`config.mk`:
```
export PLATFORM = sky130hd
export DESIGN_NAME = bkpt_halt_ctrl
export DESIGN_NICKNAME = d
export VERILOG_FILES = /design/src/rtl/bkpt_halt_pkg.sv /design/src/rtl/bkpt_match_table.sv /design/src/rtl/bkpt_stage_track.sv /design/src/rtl/bkpt_halt_fsm.sv /design/src/rtl/bkpt_halt_ctrl.sv
export SDC_FILE = /design/constraint.sdc
export NUM_CORES = 1
export LEC_CHECK = 0
export BUFFER_PORTS_ARGS = -buffer_cell sky130_fd_sc_hd__buf_2
export CAP_MARGIN = 5
export CORE_MARGIN = 2
export CORE_UTILIZATION = 51
export DETAILED_ROUTE_END_ITERATION = 8
export GPL_TIMING_DRIVEN = 0
export PLACE_DENSITY = 0.73
export SYNTH_ARGS = -nofsm -noshare
export SYNTH_HDL_FRONTEND = slang
export SYNTH_SLANG_ARGS = --single-unit
```
`constraint.sdc`:
```
create_clock -name clk -period 5.8 [get_ports clk]
set_input_delay 0.29 -clock clk [delete_from_list [all_inputs] [get_ports clk]]
set_output_delay 0.29 -clock clk [all_outputs]
set_load 0.03 [all_outputs]
```
`src/rtl/bkpt_halt_pkg.sv`:
```
package bkpt_halt_pkg;
  localparam int PC_W = 32;

  typedef struct packed {
    logic            valid;
    logic [PC_W-1:0] pc;
    logic            bp;
    logic            brk;
  } stage_t;

  typedef enum logic [1:0] {S_RUN, S_DRAIN, S_HALT} run_e;
  typedef enum logic [1:0] {C_NONE, C_ADDR, C_BREAK, C_STEP} cause_e;
endpackage

```
`src/rtl/bkpt_match_table.sv`:
```
module bkpt_match_table
  import bkpt_halt_pkg::*;
#(
  parameter int N_ENT = 4,
  localparam int IDX_W = (N_ENT > 1) ? $clog2(N_ENT) : 1
) (
  input  logic             clk,
  input  logic             rst_n,
  input  logic             wr_en,
  input  logic [IDX_W-1:0] wr_idx,
  input  logic [PC_W-3:0]  wr_word,
  input  logic             wr_arm,
  input  logic [PC_W-3:0]  look_word,
  output logic             hit
);
  logic [N_ENT-1:0] eq;

  generate
    for (genvar e = 0; e < N_ENT; e++) begin : g_ent
      logic            arm_q;
      logic [PC_W-3:0] word_q;

      always_ff @(posedge clk or negedge rst_n) begin
        if (!rst_n) begin
          arm_q  <= 1'b0;
          word_q <= '0;
        end else if (wr_en && (wr_idx == IDX_W'(e))) begin
          arm_q  <= wr_arm;
          word_q <= wr_word;
        end
      end

      assign eq[e] = arm_q && (word_q == look_word);
    end
  endgenerate

  assign hit = |eq;
endmodule

```
`src/rtl/bkpt_stage_track.sv`:
```
module bkpt_stage_track
  import bkpt_halt_pkg::*;
#(
  parameter int N_STG = 4,
  localparam int MEM_IX = N_STG - 2
) (
  input  logic            clk,
  input  logic            rst_n,
  input  logic            advance,
  input  logic            take,
  input  logic [PC_W-1:0] take_pc,
  input  logic            take_bp,
  input  logic            dec_break,
  input  logic            kill,
  output logic            mem_valid,
  output logic [PC_W-1:0] mem_pc,
  output logic            mem_bp,
  output logic            mem_brk,
  output logic            wb_valid,
  output logic [PC_W-1:0] wb_pc,
  output logic            busy_front
);
  stage_t [MEM_IX:0] st;
  logic              wb_valid_q;
  logic [PC_W-1:0]   wb_pc_q;

  always_ff @(posedge clk or negedge rst_n) begin
    if (!rst_n) begin
      st         <= '0;
      wb_valid_q <= 1'b0;
      wb_pc_q    <= '0;
    end else if (kill) begin
      st <= '0;
      if (advance) wb_valid_q <= 1'b0;
    end else if (advance) begin
      st[0].valid <= take;
      st[0].pc    <= take_pc;
      st[0].bp    <= take && take_bp;
      st[0].brk   <= 1'b0;
      for (int k = 1; k <= MEM_IX; k++) st[k] <= st[k-1];
      st[1].brk   <= st[0].valid && (dec_break || st[0].brk);
      wb_valid_q  <= st[MEM_IX].valid;
      wb_pc_q     <= st[MEM_IX].pc;
    end
  end

  always_comb begin
    busy_front = 1'b0;
    for (int k = 0; k <= MEM_IX; k++) busy_front = busy_front | st[k].valid;
  end

  assign mem_valid = st[MEM_IX].valid;
  assign mem_pc    = st[MEM_IX].pc;
  assign mem_bp    = st[MEM_IX].bp;
  assign mem_brk   = st[MEM_IX].brk;
  assign wb_valid  = wb_valid_q;
  assign wb_pc     = wb_pc_q;
endmodule

```
`src/rtl/bkpt_halt_fsm.sv`:
```
module bkpt_halt_fsm
  import bkpt_halt_pkg::*;
(
  input  logic            clk,
  input  logic            rst_n,
  input  logic            advance,
  input  logic            hw_hit,
  input  logic            sw_hit,
  input  logic [PC_W-1:0] mem_pc,
  input  logic            mem_valid,
  input  logic            mem_dslot,
  input  logic [PC_W-1:0] mem_next_pc,
  input  logic            wb_valid,
  input  logic [PC_W-1:0] wb_pc,
  input  logic            busy_front,
  input  logic            take,
  input  logic            resume_req,
  input  logic            step_req,
  output logic            flush,
  output logic            fetch_hold,
  output logic            mask_once,
  output logic            halted,
  output logic [PC_W-1:0] restart_pc
);
  run_e            state_q;
  cause_e          cause_q;
  logic            step_mode_q, step_took_q, mask_q;
  logic [PC_W-1:0] restart_q, step_next_q;
  logic            wb_clears, step_done;

  assign flush     = (state_q == S_RUN) && (hw_hit || sw_hit);
  assign wb_clears = advance || !wb_valid;
  assign step_done = (state_q == S_RUN) && step_mode_q && step_took_q &&
                     !busy_front && wb_clears;

  always_ff @(posedge clk or negedge rst_n) begin
    if (!rst_n) begin
      state_q     <= S_RUN;
      cause_q     <= C_NONE;
      step_mode_q <= 1'b0;
      step_took_q <= 1'b0;
      mask_q      <= 1'b0;
      restart_q   <= '0;
      step_next_q <= '0;
    end else begin
      if (take) begin
        mask_q <= 1'b0;
        if (step_mode_q) step_took_q <= 1'b1;
      end
      if (step_mode_q && mem_valid && advance) step_next_q <= mem_next_pc;
      unique case (state_q)
        S_RUN: begin
          if (flush) begin
            if (hw_hit) begin
              restart_q <= mem_dslot ? wb_pc : mem_pc;
              cause_q   <= C_ADDR;
            end else begin
              restart_q <= mem_pc + PC_W'(4);
              cause_q   <= C_BREAK;
            end
            state_q     <= wb_clears ? S_HALT : S_DRAIN;
            step_mode_q <= 1'b0;
          end else if (step_done) begin
            restart_q   <= step_next_q;
            cause_q     <= C_STEP;
            state_q     <= S_HALT;
            step_mode_q <= 1'b0;
          end
        end
        S_DRAIN: if (wb_clears) state_q <= S_HALT;
        S_HALT: begin
          if (resume_req || step_req) begin
            state_q     <= S_RUN;
            mask_q      <= (cause_q == C_ADDR);
            step_mode_q <= !resume_req;
            step_took_q <= 1'b0;
          end
        end
        default: state_q <= S_RUN;
      endcase
    end
  end

  assign fetch_hold = (state_q != S_RUN) || flush || (step_mode_q && step_took_q);
  assign mask_once  = mask_q;
  assign halted     = (state_q == S_HALT);
  assign restart_pc = restart_q;
endmodule

```
`src/rtl/bkpt_halt_ctrl.sv`:
```
module bkpt_halt_ctrl
  import bkpt_halt_pkg::*;
#(
  parameter int N_ENT = 4,
  parameter int N_STG = 4,
  localparam int IDX_W = (N_ENT > 1) ? $clog2(N_ENT) : 1
) (
  input  logic             clk,
  input  logic             rst_n,
  input  logic             tbl_wr_en,
  input  logic [IDX_W-1:0] tbl_wr_idx,
  input  logic [PC_W-3:0]  tbl_wr_word,
  input  logic             tbl_wr_arm,
  input  logic             fetch_valid,
  output logic             fetch_ready,
  input  logic [PC_W-1:0]  fetch_pc,
  input  logic             advance,
  input  logic             id_break,
  input  logic             mem_dslot,
  input  logic [PC_W-1:0]  mem_next_pc,
  input  logic             resume_req,
  input  logic             step_req,
  output logic             mem_suppress,
  output logic             flush_young,
  output logic             halted,
  output logic [PC_W-1:0]  resume_pc
);
  logic            hit, take, fetch_hold, mask_once, flush;
  logic            mem_valid, mem_bp, mem_brk, wb_valid, busy_front;
  logic [PC_W-1:0] mem_pc, wb_pc;
  logic            hw_hit, sw_hit;

  bkpt_match_table #(.N_ENT(N_ENT)) u_table (
    .clk(clk), .rst_n(rst_n),
    .wr_en(tbl_wr_en), .wr_idx(tbl_wr_idx), .wr_word(tbl_wr_word), .wr_arm(tbl_wr_arm),
    .look_word(fetch_pc[PC_W-1:2]), .hit(hit)
  );

  assign fetch_ready = advance && !fetch_hold;
  assign take        = fetch_valid && fetch_ready;

  bkpt_stage_track #(.N_STG(N_STG)) u_track (
    .clk(clk), .rst_n(rst_n), .advance(advance),
    .take(take), .take_pc(fetch_pc), .take_bp(hit && !mask_once),
    .dec_break(id_break), .kill(flush),
    .mem_valid(mem_valid), .mem_pc(mem_pc), .mem_bp(mem_bp), .mem_brk(mem_brk),
    .wb_valid(wb_valid), .wb_pc(wb_pc), .busy_front(busy_front)
  );

  assign hw_hit = mem_valid && mem_bp;
  assign sw_hit = mem_valid && mem_brk;

  bkpt_halt_fsm u_fsm (
    .clk(clk), .rst_n(rst_n), .advance(advance),
    .hw_hit(hw_hit), .sw_hit(sw_hit), .mem_pc(mem_pc), .mem_valid(mem_valid),
    .mem_dslot(mem_dslot), .mem_next_pc(mem_next_pc),
    .wb_valid(wb_valid), .wb_pc(wb_pc), .busy_front(busy_front), .take(take),
    .resume_req(resume_req), .step_req(step_req),
    .flush(flush), .fetch_hold(fetch_hold), .mask_once(mask_once),
    .halted(halted), .restart_pc(resume_pc)
  );

  assign mem_suppress = hw_hit;
  assign flush_young  = flush;
endmodule

```
==> results.md <==
* Initial Util at 0.5182
* Leak at 8.011 nW
* Fmax at 326.3 MHz
* Share of cells above drive strength 1 at 0.2543
* Sw Share at 0.3202
* Slew @ Worst Pin at 1.206 ns
* Dpl ws at 3.047 ns
* Core area at 0.02964 mm²
* Num rows at 63
* Post-CTS Hold Buffers at 4
* Reg power frac at 0.464
* Crit Path Category: reg2out
* FF-to-FF Start: u_track.mem_valid
* Unrepaired setup endpoints after global routing: false
* First-pass GRT wire length at 59850 µm
* Clock Tree Root: clkbuf_16
* Wire per inst at 20.76 µm
* DRT Wirelength at 38330 µm
* Global Route Usage Sum at 0.2477
* Chip Width at 177.5 µm
* Slowest-stage cell, CP: clkbuf_1
* Sw power at 2.510 mW
* Clk pwr share at 0.286
* Max clock buf depth at 3
* Fin util at 0.5961
* Setup TNS at 0 ns
* Post-synth EDFFs at 0
* Placed Area at 0.01646 mm²
* Crit path cell chain: buf_2 -> o21a_1 -> nand2_1 -> inv_1 -> clkbuf_1 -> buf_1 -> buf_2
* Setup Skew at 0.01041 ns
* Hold crit path type: in2reg
* Drt drc at 0
* Power Density at 443.5 mW/mm²
* Period minus WS final at 3.064 ns
* Worst vdd ir at 0.2604 mV
* Delay-heaviest family, CP: buffers and inverters
* Non-Filler Instances at 1846
* Count of state elements after synthesis at 332
* Most frequent cells in the layout: dfrtp_1 (332), mux2_2 (187), nor2_1 (136)
* Max-cap viol count at 0
* Vias post-DR at 10349
* Post-route ant nets at 0
* H-tree levels at 2
* Die area at 0.03152 mm²
* Post-route total power at 7.836 mW
* Post-route setup slack at 2.736 ns
* Worst setup EP type: output port
* Mean area per synthesized cell at 12.02 µm²
* Logic gate share of total power at 0.250
* GRT overflow at 0
* Slew HR at 0.1887
* Final RePlAce weighted congestion at 0.8999
* Most common cell after layout, fill and taps aside: dfrtp_1
* Worst hold slack at 0.01268 ns
* Ys Warns at 0
* Final Hold Vio Count at 0
* Post-CTS sizing at 0
* CP Buf/Inv Count at 5
* Clk sink count at 332
* Largest net degree at the start of global routing at 124
* Synth Instances at 1278
* CP Launch Type: flop
* Ys flop type: dfrtp_1
* Hold Path Origin: mem_next_pc[16]
* Mapped Area at 0.01536 mm²
* IO buf count at 110
* Vias per inst at 5.606
* Internal at 5.327 mW
* Critical path peak fanout at 10
* Layout area overhead at 15.04%
* Most used cell, CP: buf_2
* Setup violators final at 0
* Antenna violations before repair at 1
* Net count after synthesis at 1385
* CTS tree: built
* Pre-antenna DRT Iters at 5
* IO Pins at 142
* Drt first-iter violations at 718
* Clk_lat worst skew at 0.51 ns
* Hpwl dp at 28110 µm
* Total CTS buffers at 36
* Seq/Total Area, Yosys at 0.5409
* Worst Path Arrival at 2.77 ns
* Vias in the first global route at 10508
* Worst Setup SP: u_track.mem_valid
* Post-synth ARST share at 1.000
* Design area at 0.01767 mm²
* Final net count at 1539
* Status: finished clean
* Final period utilization at 0.5284
* Setup bufs post-CTS at 0
* Synth unique cells at 61
* Crit path largest cell delay at 0.41 ns
* Max Slew Vio Count at 0
* Placed cell count at 1780
* Req. time, crit path at 5.51 ns
* Clock Pin Slew Worst Setup and Hold Paths at 0.06 ns
* Die Ht at 177.5 µm
[routing by layer]
layer / GRT usage / routed length, µm / up-vias
li1: - / - / 4804
met1: 0.3240 / 16500 / 5195
met2: 0.4231 / 18940 / 280
met3: 0.03278 / 1655 / 70
met4: 0.08880 / 1230 / 0
met5: 0 / 0 / -
[Yosys cell counts (2+ instances only)]
cell / instances / area (µm²)
dfrtp_1: 332 / 8308
mux2_2: 187 / 2106
nor2_1: 136 / 510.5
mux2i_1: 129 / 1291
xnor2_1: 80 / 700.7
clkbuf_1: 68 / 255.2
xor2_1: 47 / 411.6
nand2_1: 42 / 157.7
nand4_1: 28 / 175.2
o21ai_0: 26 / 130.1
a21oi_1: 22 / 110.1
buf_1: 22 / 82.58
nand3_1: 22 / 110.1
nor4_1: 19 / 118.9
and3_1: 13 / 81.33
a31oi_1: 12 / 75.07
o211ai_1: 8 / 60.06
nor3_1: 6 / 30.03
inv_1: 5 / 18.77
o22ai_1: 5 / 31.28
buf_2: 4 / 20.02
o32ai_1: 4 / 35.03
a221oi_1: 3 / 26.28
buf_4: 3 / 22.52
mux2_1: 3 / 33.78
nand2b_1: 3 / 18.77
o2111ai_1: 3 / 26.28
o21bai_1: 3 / 22.52
or4_1: 3 / 22.52
a211o_1: 2 / 17.52
a211oi_1: 2 / 15.01
a221o_1: 2 / 20.02
nand3b_1: 2 / 15.01
nor2b_1: 2 / 12.51
o21a_1: 2 / 15.01
o31ai_1: 2 / 15.01
or3_1: 2 / 12.51
[cells by family (layout without fill, tap and decap cells)]
kind of cell | after synthesis | after routing | synth area share
flip-flops | 332 | 332 | 0.5409
multiplexers | 319 | 319 | 0.2234
AND/OR/NAND/NOR | 289 | 289 | 0.09010
XOR/XNOR | 127 | 127 | 0.07242
AO/OA/AOI/OAI | 107 | 107 | 0.04611
buffers and inverters | 103 | 280 | 0.02623
adder cells (fa/ha/maj) | 1 | 1 | 0.0008145
other | 0 | 1 | 0
[registers in the layout, indices dropped and copies added (netlist names), 2 cells and up]
| name | count |
|---|---|
| u_fsm.state_q | 2 |
| u_fsm.restart_pc | 32 |
| u_table.g_ent.word_q | 120 |
| u_fsm.step_next_q | 32 |
| u_track.wb_pc | 32 |
| u_table.g_ent.arm_q | 4 |
| u_fsm.cause_q | 2 |
| u_track.mem_pc | 32 |
| u_track.st | 69 |
[layout make-up]
cell class,count,area [µm²]
antenna,1,2.502
buffer,97,380.4
clock buffer,58,1145
clock inverter,3,18.77
fill,2441,11970
inverter,6,22.52
multi-input combinational,843,6648
sequential,332,8308
tap,390,488.0
timing repair buffer,116,655.6
[power by group through the flow]
stage / Combinational (mW) / Sequential (mW) / Clock (mW)
finish: 1.96 / 3.64 / 2.24
global route: 2.15 / 3.73 / 2.37
CTS: 1.98 / 3.63 / 2.28
detailed placement: 1.96 / 3.66 / 0
global placement: 1.89 / 3.62 / 0
floorplan: 1.27 / 3.68 / 0
[worst paths after layout]
check,endpoint,slack (ns),cells after the start
max,flush_young,2.74,7
min,u_fsm.step_next_q[16],0.01,2
max reg2reg,u_fsm.restart_pc[10],3.19,8
min reg2reg,u_track.wb_pc[30],0.49,2
max in group asynchronous,u_table.g_ent[0].word_q[26],4.25,3
min in group asynchronous,u_fsm.step_next_q[12],0.39,2
Power figures use the tool's default switching activity.
